## src/rtl/lld_pkg.sv

```systemverilog
package lld_pkg;

    typedef enum logic [0:0] {
        S_ACQUIRE = 1'b0,
        S_LOCKED  = 1'b1
    } lld_state_e;

endpackage

```

## src/rtl/lld_win_counter.sv

```systemverilog
module lld_win_counter #(
    parameter int WIN_SHORT_LOG2 = 14,
    parameter int WIN_LONG_LOG2  = 15
) (
    input  logic clk,
    input  logic rst_n,
    input  logic restart,
    input  logic win_sel,
    input  logic ind_valid,
    output logic win_end
);
    localparam int CNT_W = WIN_LONG_LOG2;
    localparam logic [CNT_W-1:0] LONG_LAST  = {CNT_W{1'b1}};
    localparam logic [CNT_W-1:0] SHORT_LAST = LONG_LAST >> (WIN_LONG_LOG2 - WIN_SHORT_LOG2);

    logic [CNT_W-1:0] sym_cnt_q;
    logic [CNT_W-1:0] last_idx;

    assign last_idx = win_sel ? LONG_LAST : SHORT_LAST;
    assign win_end  = ind_valid && !restart && (sym_cnt_q >= last_idx);

    always_ff @(posedge clk or negedge rst_n) begin
        if (!rst_n) begin
            sym_cnt_q <= '0;
        end else if (restart || win_end) begin
            sym_cnt_q <= '0;
        end else if (ind_valid) begin
            sym_cnt_q <= sym_cnt_q + 1'b1;
        end
    end

    // restart empties the window count
    p_cnt_cleared_r9: assert property (@(posedge clk) disable iff (!rst_n)
        restart |=> (sym_cnt_q == '0));

    // an unstrobed cycle leaves the count untouched
    p_idle_holds_r3: assert property (@(posedge clk) disable iff (!rst_n)
        (!ind_valid && !restart) |=> $stable(sym_cnt_q));

    // windows are at least two symbols long, so ends never touch
    p_end_spaced_r2: assert property (@(posedge clk) disable iff (!rst_n)
        win_end |=> !win_end);

endmodule

```

## src/rtl/lld_accum.sv

```systemverilog
module lld_accum #(
    parameter int IND_W = 8,
    parameter int SUM_W = 23
) (
    input  logic             clk,
    input  logic             rst_n,
    input  logic             restart,
    input  logic             win_end,
    input  logic             ind_valid,
    input  logic [IND_W-1:0] ind_value,
    output logic [SUM_W-1:0] sum_full
);
    logic [SUM_W-1:0] acc_q;

    assign sum_full = acc_q + SUM_W'(ind_value);

    always_ff @(posedge clk or negedge rst_n) begin
        if (!rst_n) begin
            acc_q <= '0;
        end else if (restart || win_end) begin
            acc_q <= '0;
        end else if (ind_valid) begin
            acc_q <= sum_full;
        end
    end

    // adding a symbol never wraps the sum
    p_no_overflow_r10: assert property (@(posedge clk) disable iff (!rst_n)
        (ind_valid && !restart && !win_end) |=> (acc_q >= $past(acc_q)));

    // restart empties the sum
    p_acc_cleared_r9: assert property (@(posedge clk) disable iff (!rst_n)
        restart |=> (acc_q == '0));

endmodule

```

## src/rtl/lld_thresh.sv

```systemverilog
module lld_thresh #(
    parameter int IND_W          = 8,
    parameter int WIN_SHORT_LOG2 = 14,
    parameter int WIN_LONG_LOG2  = 15,
    parameter int SUM_W          = IND_W + WIN_LONG_LOG2
) (
    input  logic             win_sel,
    input  logic             thr_sel,
    input  logic [IND_W-1:0] ideal_value,
    input  logic [SUM_W-1:0] sum_full,
    output logic             pass
);
    logic [SUM_W-1:0] ideal_ext;
    logic [SUM_W-1:0] ideal_sum;
    logic [SUM_W-1:0] half_sum;
    logic [SUM_W-1:0] quarter_sum;
    logic [SUM_W-1:0] thr;

    always_comb begin
        ideal_ext   = SUM_W'(ideal_value);
        ideal_sum   = win_sel ? (ideal_ext << WIN_LONG_LOG2) : (ideal_ext << WIN_SHORT_LOG2);
        half_sum    = ideal_sum >> 1;
        quarter_sum = ideal_sum >> 2;
        thr         = thr_sel ? (half_sum + quarter_sum) : half_sum;
        pass        = (sum_full >= thr);
    end

    // the threshold never exceeds the ideal sum
    always_comb begin
        a_thr_bounded_r5: assert (thr <= ideal_sum);
    end

endmodule

```

## src/rtl/lld_lock_detect.sv

```systemverilog
module lld_lock_detect #(
    parameter int IND_W          = 8,
    parameter int WIN_SHORT_LOG2 = 14,
    parameter int WIN_LONG_LOG2  = 15
) (
    input  logic             clk,
    input  logic             rst_n,
    input  logic             restart,
    input  logic             win_sel,
    input  logic             thr_sel,
    input  logic [IND_W-1:0] ideal_value,
    input  logic             ind_valid,
    input  logic [IND_W-1:0] ind_value,
    output logic             lock_flag,
    output logic             win_done
);
    import lld_pkg::*;

    localparam int SUM_W = IND_W + WIN_LONG_LOG2;

    logic             win_end;
    logic             pass;
    logic [SUM_W-1:0] sum_full;
    lld_state_e       state_q;
    lld_state_e       state_d;
    logic             done_q;

    lld_win_counter #(
        .WIN_SHORT_LOG2 (WIN_SHORT_LOG2),
        .WIN_LONG_LOG2  (WIN_LONG_LOG2)
    ) u_cnt (
        .clk       (clk),
        .rst_n     (rst_n),
        .restart   (restart),
        .win_sel   (win_sel),
        .ind_valid (ind_valid),
        .win_end   (win_end)
    );

    lld_accum #(
        .IND_W (IND_W),
        .SUM_W (SUM_W)
    ) u_acc (
        .clk       (clk),
        .rst_n     (rst_n),
        .restart   (restart),
        .win_end   (win_end),
        .ind_valid (ind_valid),
        .ind_value (ind_value),
        .sum_full  (sum_full)
    );

    lld_thresh #(
        .IND_W          (IND_W),
        .WIN_SHORT_LOG2 (WIN_SHORT_LOG2),
        .WIN_LONG_LOG2  (WIN_LONG_LOG2),
        .SUM_W          (SUM_W)
    ) u_thr (
        .win_sel     (win_sel),
        .thr_sel     (thr_sel),
        .ideal_value (ideal_value),
        .sum_full    (sum_full),
        .pass        (pass)
    );

    // Next-state logic
    always_comb begin
        state_d = state_q;
        if (restart) begin
            state_d = S_ACQUIRE;                    // T_RESTART
        end else if (win_end) begin
            unique case (state_q)
                S_ACQUIRE: if (pass)  state_d = S_LOCKED;   // T_LOCK
                S_LOCKED:  if (!pass) state_d = S_ACQUIRE;  // T_DROP
                default:   state_d = S_ACQUIRE;
            endcase
        end
    end

    // State register
    always_ff @(posedge clk or negedge rst_n) begin
        if (!rst_n) begin
            state_q <= S_ACQUIRE;
            done_q  <= 1'b0;
        end else begin
            state_q <= state_d;
            done_q  <= win_end;
        end
    end

    // Outputs
    always_comb begin
        unique case (state_q)
            S_LOCKED:  lock_flag = 1'b1;
            default:   lock_flag = 1'b0;
        endcase
        win_done = done_q;
    end

    // the verdict moves only at a window end or a restart
    p_lock_at_boundary_r8: assert property (@(posedge clk) disable iff (!rst_n)
        !$stable(lock_flag) |-> ($past(win_end) || $past(restart)));

    // restart drops the flag and suppresses the pulse
    p_restart_clears_r9: assert property (@(posedge clk) disable iff (!rst_n)
        restart |=> (!lock_flag && !win_done));

    // a passing window always leaves the machine locked
    p_pass_locks_r6: assert property (@(posedge clk) disable iff (!rst_n)
        (win_end && pass) |=> lock_flag);

    // a failing window always leaves the machine acquiring
    p_fail_drops_r7: assert property (@(posedge clk) disable iff (!rst_n)
        (win_end && !pass) |=> !lock_flag);

endmodule

```

## config.mk

```make
export PLATFORM = sky130hd
export DESIGN_NAME = lld_lock_detect
export DESIGN_NICKNAME = d
export VERILOG_FILES = /design/src/rtl/lld_pkg.sv /design/src/rtl/lld_win_counter.sv /design/src/rtl/lld_accum.sv /design/src/rtl/lld_thresh.sv /design/src/rtl/lld_lock_detect.sv
export SDC_FILE = /design/constraint.sdc
export NUM_CORES = 1
export LEC_CHECK = 0
export CORE_MARGIN = 5
export CORE_UTILIZATION = 59
export CTS_CLUSTER_DIAMETER = 200
export DETAILED_ROUTE_END_ITERATION = 12
export MAX_ROUTING_LAYER = met4
export PLACE_DENSITY = 0.8
export REMOVE_ABC_BUFFERS = 1
export SYNTH_ARGS = -nofsm -noshare
export SYNTH_HDL_FRONTEND = slang
export SYNTH_SLANG_ARGS = --single-unit
```

## constraint.sdc

```tcl
create_clock -name clk -period 3.88 [get_ports clk]
set_clock_uncertainty 0.05 [all_clocks]
set_input_delay 0.776 -clock clk [delete_from_list [all_inputs] [get_ports clk]]
set_output_delay 0.776 -clock clk [all_outputs]
set_load 0.05 [all_outputs]
```

# After elaboration in Yosys (flattened, before gate mapping)
# Cells that the tools add are included.
[word_totals]
rom_bits = 0
n_memories = 0
output_inout_bits = 2
regBits = 40
ramBits = 0
input_bits = 22
latchBits = 0
[op_classes]
order_cmp = 2
n_addsub = 3
shift = 0
mux = 11
mul = 0
bitwise = 0
n_eq_ne = 0
n_reduce_logical = 6
div_mod_pow = 0
[ops]
columns = ["cell", "n"]
rows = [
  ["2-to-1 mux 23 bit", 4],
  ["2-to-1 mux 15 bit", 3],
  ["adder 22 x 21 -> 23 bit", 1],
  ["adder 23 x 8 -> 23 bit", 1],
  ["greater-or-equal comparator 23 bit", 1],
  ["adder 15 x 1 -> 15 bit (second input constant)", 1],
  ["greater-or-equal comparator 15 bit", 1],
  ["2-to-1 mux 1 bit", 4],
  ["nonzero test 2 bit", 2],
  ["logical AND 1 bit", 2],
  ["zero test 1 bit", 1],
  ["logical OR 1 bit", 1],
]

# Depth between registers and ports, before layout
# Gate-level depths: netlist of run 1.
[logic_depth]
depth_word = 7
mapped_depth = 19

# Cells and area by module
# Synthesis of run 1 repeated with hierarchy kept, for this count alone.
[unflattened]
cells_unflattened = 437
area_unflattened_um2 = 3759.9
[by_module_without_submodules]
columns = ["module", "instances", "area_per_inst_um2", "cells_each"]
rows = [
  ["lld_accum", 1, 1804.2, 208],
  ["lld_win_counter", 1, 1023.5, 111],
  ["lld_thresh", 1, 868.3, 114],
  ["lld_lock_detect", 1, 63.8, 4],
]

# Worst setup path before layout of run 1
# No wires, ideal clock.
[synth_timing]
path_kind = "input -> register"
from = "input win_sel"
to = "register state_q"
arrival_ns = 4.133
t_required_ns = 3.754
n_path_buf = 1
slack_ns = -0.380
path_stages = 17
cell_sequence = "clkbuf_1 > mux2_2 > ha_1 > a21o_1 > a21oi_1 > o21ai_1 > a211o_1 > a31oi_1 > xor2_1 > mux2i_1 > ha_1 > nand4_1 > a2111oi_0 > nand3_1 > nor3_1 > nand4_1 > o21ai_1"
[synth_between]
elab_chain_cells = 7
[synth_rtl]
columns = ["item", "line_no", "source"]
rows = [
  ["from (decl)", "lld_lock_detect.sv:9", "input logic win_sel,"],
  ["2-to-1 mux 23 bit", "lld_thresh.sv:21", "ideal_sum = win_sel ? (ideal_ext << WIN_LONG_LOG2) : (ideal_ext << WIN_SHORT_LOG2);"],
  ["adder 22 x 21 -> 23 bit", "lld_thresh.sv:24", "thr = thr_sel ? (half_sum + quarter_sum) : half_sum;"],
  ["2-to-1 mux 23 bit", "lld_thresh.sv:24", ""],
  ["greater-or-equal comparator 23 bit", "lld_thresh.sv:25", "pass = (sum_full >= thr);"],
  ["2-to-1 mux 1 bit", "lld_lock_detect.sv:73, lld_lock_detect.sv:74", ""],
  ["2-to-1 mux 1 bit", "lld_lock_detect.sv:71", "end else if (win_end) begin"],
  ["2-to-1 mux 1 bit", "lld_lock_detect.sv:69", "if (restart) begin"],
  ["to (signal assigned)", "lld_lock_detect.sv:86", "state_q <= state_d;"],
  ["to (decl)", "lld_lock_detect.sv:24", "lld_state_e state_q;"],
]
# Several ways; a longest one is shown, not always the timed one. The select of a mux whose other input is x is not followed.
# A chain may end at the register's enable or synchronous reset.

# Worst setup path in the final report of run 1
[layout_timing]
from = "input ind_value[0]"
to = "register state_q"
[layout_between]
elab_chain_cells = 5
[layout_rtl]
columns = ["item", "line_no", "source"]
rows = [
  ["from (decl)", "lld_lock_detect.sv:13", "input logic [IND_W-1:0] ind_value,"],
  ["adder 23 x 8 -> 23 bit", "lld_accum.sv:15", "assign sum_full = acc_q + SUM_W'(ind_value);"],
  ["greater-or-equal comparator 23 bit", "lld_thresh.sv:25", ""],
  ["2-to-1 mux 1 bit", "lld_lock_detect.sv:73, lld_lock_detect.sv:74", ""],
  ["2-to-1 mux 1 bit", "lld_lock_detect.sv:71", ""],
  ["2-to-1 mux 1 bit", "lld_lock_detect.sv:69", ""],
]
# Every way passes these cells. The select of a mux whose other input is x is not followed.

==> flow_metrics.env, run 1 <==
export IMPL_core_um2=5440
export IMPL_clockBufferDepth=2
export IMPL_power_mw=1.25
export IMPL_grt_pass1_wl_um=14200
export IMPL_start_util_pct=60.3
export IMPL_tns_ns=-0.0640
export IMPL_synth_edff_count=0
export IMPL_fp_dieW_um=84.6
export IMPL_required_ns=4.06
export IMPL_cp_slowest_stage_delay_ns=0.41
export IMPL_synthXorXnorAreaFrac_pct=8.81
export IMPL_dp_hpwl_um=5910
export IMPL_num_rows=27
export IMPL_synth_main_ff_cell="dfrtp_1"
export IMPL_hold_buffers=0
export IMPL_crit_path_start_kind="primary input"
export IMPL_yosysSeqAreaShare_pct=30.5
export IMPL_fin_crit_ns=3.94
export IMPL_multi_input_area_um2=2320
export IMPL_dr_pass1_iters=5
export IMPL_slew_headroom_pct=38.9
export IMPL_tightest_slew_ns=0.916
export IMPL_synth_async_reset_ratio_pct=100
export IMPL_fmax_mhz=254
export IMPL_dieHeight_um=84.6
export IMPL_place_congestion=0.878
export IMPL_worst_endpoint_arrival_ns=4.13
export IMPL_clock_sinks=40
export IMPL_syn_inst=365
export IMPL_hold_path_class="flip-flop to flip-flop"
export IMPL_grt_pass1_vias=3145
export IMPL_leakage_nw=1.92
export IMPL_areaGrowthSynthToFinish_pct=29.3
export IMPL_rsz0062_at_grt="true"
export IMPL_grt_start_max_net_pins=41
export IMPL_seqCellArea_um2=1000
export IMPL_synth_area_mux_share_pct=3.62
export IMPL_slew_viol_final=0
export IMPL_cts_tree="built"
export IMPL_diodes=0
export IMPL_clock_latency_ns=0.30
export IMPL_first_iter_violations=205
export IMPL_most_common_layout_cells="buf_4, dfrtp_1, nand2_1"
export IMPL_cp_top_family="compound AO/OA/AOI/OAI gates"
export IMPL_cts_root_buf="clkbuf_8"
export IMPL_critPathSlowestCell="clkdlybuf4s50_1"
export IMPL_rrSetupSlack_ns=0.46
export IMPL_p_per_area_nw_per_um2=294
export IMPL_final_core_util_pct=77.9
export IMPL_dpl_cell_count=498
export IMPL_post_route_period_util_pct=102
export IMPL_grt_overflow_total=0
export IMPL_syn_cell_area_um2=3280
export IMPL_numCtsBuffers=5
export IMPL_post_drt_wl_per_cell_um=16.6
export IMPL_antenna_found_initial=0
export IMPL_vdd_drop_max_mv=0.173
export IMPL_fin_cells=512
export IMPL_grtUsageTotal_pct=24.6
export IMPL_worst_path_buf_inv=1
export IMPL_vias_per_cell=6.07
export IMPL_setup_viol_count_final=1
export IMPL_fillers=343
export IMPL_final_layout_size_suffix_gt1_share_pct=27.5
export IMPL_synth_simple_area_share_pct=20.3
export IMPL_fp_dieArea_um2=7150
export IMPL_vias=3109
export IMPL_worstSetupPathType="primary input to flip-flop"
export IMPL_synth_compound_area_share_pct=20.1
export IMPL_violations="negative setup slack"
export IMPL_layout_commonest_cell="buf_4"
export IMPL_drcViolationCount=0
export IMPL_cap_viol_max_count=0
export IMPL_synth_top_family_by_area="simple AND/OR/NAND/NOR gates"
export IMPL_path_cells="clkdlybuf4s50_1, ha_1, fa_1, nand3_1, a21oi_4, o2111ai_4, nor2b_1, xor2_1, ha_1, o21a_1, o21a_1, o21ai_0, a221o_1, a311o_1, o21ai_1"
export IMPL_end_kind="flip-flop"
export IMPL_hold_viol=0
export IMPL_status="finished with violations"
export IMPL_ios=24
export IMPL_critPathMaxFanout=5
export IMPL_htreeDepth=2
export IMPL_nets=493
export IMPL_port_buffer_count=23
export IMPL_setup_ws_ns=-0.0640
export IMPL_ant_nets=0
export IMPL_synthAdderAreaFrac_pct=12.7
export IMPL_ys_ff_latch=40
export IMPL_synth_avg_cell_area_um2=8.98
export IMPL_synth_cell_types=62
export IMPL_clkTransAtPathRegs_ns=0.09
export IMPL_drt_wl_total_um=8470
export IMPL_yosys_warnings=0
==> layer usage <==
metal	part of all wire (%)	track usage (%)
met2	50	40.9
met4	2.8	9.35
met1	42	29.7
met5	0	-
met3	5.4	4.61
==> worst paths after layout <==
check | startpoint | endpoint | cells after the start
setup / recovery | ind_value[0] | state_q | 15
hold / removal | u_acc.acc_q[0] | u_acc.acc_q[0] | 1
setup reg to reg | u_acc.acc_q[0] | state_q | 14
hold reg to reg | u_acc.acc_q[0] | u_acc.acc_q[0] | 1
max in group asynchronous | rst_n | u_cnt.sym_cnt_q[11] | 1
min in group asynchronous | rst_n | u_cnt.sym_cnt_q[4] | 1
==> per-stage QoR <==
stage               hold slack [ns]  cell area, µm²  worst slack, ns
floorplan                     0.403            3200          0.00219
global placement              0.435            3900           -0.792
detailed placement            0.446            3900            -1.03
CTS                           0.470            4160           0.0157
global route                  0.501            4240           -0.188
finish                        0.466            4240          -0.0640
==> report_power, final <==
group | leakage, nW | switching (mW) | internal (mW)
clock | 0.0548 | 0.166 | 0.194
combinational | 1.32 | 0.221 | 0.216
sequential | 0.551 | 0.0177 | 0.433
==> logic make-up after synthesis <==
family                   count (synthesis)
AO/OA/AOI/OAI                           96
XOR/XNOR                                33
adder cells (fa/ha/maj)                 32
buffers and inverters                   26
flip-flops                              40
multiplexers                            11
AND/OR/NAND/NOR                        127
==> Yosys cell counts (2+ instances only) <==
cell type | n | area (µm²)
nand2_1 | 38 | 143
a211o_1 | 2 | 17.5
ha_1 | 30 | 375
nand3_1 | 13 | 65.1
dfrtp_1 | 40 | 1000
buf_6 | 2 | 22.5
nor3b_1 | 2 | 15.0
o21ai_1 | 8 | 40.0
buf_4 | 3 | 22.5
a22o_1 | 7 | 61.3
nor2b_1 | 7 | 43.8
a31oi_1 | 5 | 31.3
xnor2_1 | 13 | 114
nand4_1 | 11 | 68.8
a21o_1 | 5 | 37.5
xor2_1 | 20 | 175
a211oi_1 | 3 | 22.5
o21a_1 | 4 | 30.0
o31ai_1 | 5 | 37.5
or3_1 | 2 | 12.5
nor2_1 | 27 | 101
nor3_1 | 7 | 35.0
clkbuf_1 | 5 | 18.8
mux2_2 | 7 | 78.8
nor2_4 | 2 | 22.5
buf_2 | 4 | 20.0
a21oi_1 | 12 | 60.1
inv_1 | 12 | 45.0
mux2i_1 | 4 | 40.0
o21ai_0 | 30 | 150
fa_1 | 2 | 40.0
and3_1 | 2 | 12.5
or2_2 | 2 | 12.5
==> flip-flops by register name, summed over array words and instances (netlist names) <==
| name | count |
|---|---|
| win_done | 1 |
| u_acc.acc_q | 23 |
| u_cnt.sym_cnt_q | 15 |
| state_q | 1 |
==> repair_timing <==
action,4_1_cts,5_1_grt
endpoints found under the setup margin,1,1
setup buffers,6,1
gates resized for setup,33,23
pin swaps,17,15
gates cloned,0,0
==> layout make-up <==
type	instances	area share [%]
Multi-Input combinational cell	299	54.8
Timing Repair Buffer	81	15.6
Clock inverter	3	1.09
Tap cell	72	2.13
Clock buffer	5	1.62
Sequential cell	40	23.6
Inverter	12	1.06
No activity file was read; power rests on OpenSTA's default activity.
==> run 2: changes to the inputs <==
Settings changed: CAP_MARGIN set to 20, CORE_UTILIZATION 59 to 54, PLACE_DENSITY 0.8 to 0.77.
Clock period 3.88 ns to 3.5 ns, I/O delays scaled along.
==> flow_metrics.env, run 2 (synthesis results as in run 1) <==
export IMPL_status="finished with violations"
export IMPL_violations="negative setup slack"
export IMPL_ff2ff_path_depth=13
export IMPL_most_common_layout_cells="buf_4, dfrtp_1, nand2_1"
export IMPL_first_iter_violations=185
export IMPL_clkTransAtPathRegs_ns=0.08
export IMPL_clock_latency_ns=0.30
export IMPL_seqPwrFrac_pct=35.5
export IMPL_end_kind="flip-flop"
export IMPL_start_util_pct=55.4
export IMPL_place_congestion=0.875
export IMPL_dp_hpwl_um=5730
export IMPL_power_mw=1.41
export IMPL_rrSetupSlack_ns=0.11
export IMPL_cell_internal_pwr_uw=958
export IMPL_largest_register_ffs=23
export IMPL_fp_dieArea_um2=7730
export IMPL_clkPwrFrac_pct=27.7
export IMPL_required_ns=3.68
export IMPL_post_drt_wl_per_cell_um=16.8
export IMPL_hold_viol=0
export IMPL_tightest_slew_ns=0.910
export IMPL_worstSetupPathType="primary input to flip-flop"
export IMPL_worst_endpoint_arrival_ns=3.98
export IMPL_cts_tree="built"
export IMPL_dr_pass1_iters=5
export IMPL_grt_pass1_wl_um=14400
export IMPL_layout_commonest_cell="buf_4"
export IMPL_p_per_area_nw_per_um2=322
export IMPL_setup_ws_ns=-0.306
export IMPL_crit_path_start_kind="primary input"
export IMPL_hold_buffers=0
export IMPL_rsz0062_at_grt="true"
export IMPL_cp_startpoint="ind_value[5]"
export IMPL_switching_power_uw=453
export IMPL_cap_viol_max_count=0
export IMPL_grtUsageTotal_pct=24.4
export IMPL_final_layout_size_suffix_gt1_share_pct=31.1
export IMPL_grt_pass1_vias=3144
export IMPL_fin_crit_ns=3.81
export IMPL_core_um2=5920
export IMPL_dpl_cell_count=501
export IMPL_hp_start="u_acc.acc_q[6]"
export IMPL_setup_viol_count_final=1
export IMPL_leakage_nw=1.95
export IMPL_numCtsBuffers=5
export IMPL_vias=3079
export IMPL_cts_root_buf="clkbuf_8"
export IMPL_post_route_period_util_pct=109
export IMPL_dieHeight_um=87.9
export IMPL_grt_overflow_total=0
export IMPL_grt_start_max_net_pins=41
export IMPL_largest_register="u_acc.acc_q"
export IMPL_slew_headroom_pct=39.3
export IMPL_drcViolationCount=0
export IMPL_ant_nets=0
export IMPL_antenna_found_initial=0
export IMPL_vdd_drop_max_mv=0.247
export IMPL_clockBufferDepth=2
export IMPL_ios=24
export IMPL_hold_path_class="flip-flop to flip-flop"
export IMPL_fin_cells=522
export IMPL_num_rows=28
export IMPL_reg_largest_list="u_acc.acc_q (23), u_cnt.sym_cnt_q (15)"
export IMPL_fp_dieW_um=87.9
export IMPL_htreeDepth=2
export IMPL_clock_sinks=40
export IMPL_nets=500
export IMPL_tns_ns=-0.306
export IMPL_p_comb_share_pct=36.9
export IMPL_timing_rr_start="u_acc.acc_q[5]"
export IMPL_crit_end="state_q"
export IMPL_slew_viol_final=0
export IMPL_dp_slack_ns=-1.38
export IMPL_fmax_mhz=263
export IMPL_r2r_end="state_q"
export IMPL_diodes=0
export IMPL_critPathMaxFanout=5
export IMPL_drt_wl_total_um=8760
export IMPL_p_sw_share_pct=32.1
export IMPL_areaGrowthSynthToFinish_pct=33.8
export IMPL_fin_hold_ws_ns=0.467
export IMPL_port_buffer_count=23
export IMPL_vias_per_cell=5.90
[run 2: worst min path at each step]
stage | to | slack [ns] | depth (start not counted)
6_report | u_acc.acc_q[6] | 0.47 | 2
5_1_grt | u_acc.acc_q[0] | 0.50 | 1
4_1_cts | u_acc.acc_q[6] | 0.47 | 2
3_5_place_dp | u_acc.acc_q[6] | 0.44 | 2
3_3_place_gp | u_acc.acc_q[6] | 0.43 | 2
2_1_floorplan | state_q | 0.35 | 0
[run 2: metrics by stage]
| step | utilization [%] | area (µm²) |
|---|---|---|
| 6_report | 74.1 | 4390 |
| 5_1_grt | 74.1 | 4390 |
| 4_1_cts | 73.2 | 4340 |
| 3_5_place_dp | 66.0 | 3910 |
| 3_3_place_gp | 66.0 | 3910 |
| 2_1_floorplan | - | 3200 |
[run 2: power groups by stage]
stage / logic, mW / clock network [mW] / registers [mW]
after floorplan: 0.239 / 0 / 0.502
after global placement: 0.401 / 0 / 0.506
after detailed placement: 0.411 / 0 / 0.506
after CTS: 0.480 / 0.395 / 0.500
after global routing: 0.561 / 0.420 / 0.504
final: 0.520 / 0.390 / 0.501
[run 2: area by class of cell]
| type | instances | area, µm² |
|---|---|---|
| multi-input combinational | 299 | 2410 |
| tap | 75 | 93.8 |
| clock inverter | 3 | 46.3 |
| inverter | 12 | 45.0 |
| sequential | 40 | 1000 |
| clock buffer | 5 | 68.8 |
| timing repair buffer | 88 | 718 |
| fill | 398 | 1530 |
[run 2: worst max-delay path, cell delays in order]
cell and delay (ns):
clkdlybuf4s50_1 0.40, ha_1 0.35, a211oi_1 0.33, o21bai_2 0.17
o2111ai_4 0.34, nor2b_2 0.10, xor2_1 0.16, ha_1 0.33
o21a_1 0.13, o21a_1 0.11, o21ai_0 0.10, a221o_1 0.36
a311o_1 0.32, o21ai_1 0.07
[run 2: metal layers]
metal	wire (µm)	up-vias	share of wire, %	GRT usage [%]
met1	3640	1492	42	27.7
met3	291	20	3.3	3.20
met4	248	0	2.8	10.3
li1	-	1481	-	-
met2	4590	86	52	43.0
met5	0	-	0	-
[run 2: repair_timing]
item | CTS | global route
setup buffers | 9 | 4
hold endpoints to repair | 0 | 0
pin swaps | 29 | 20
setup endpoints to repair | 1 | 1
gates resized for setup | 71 | 4
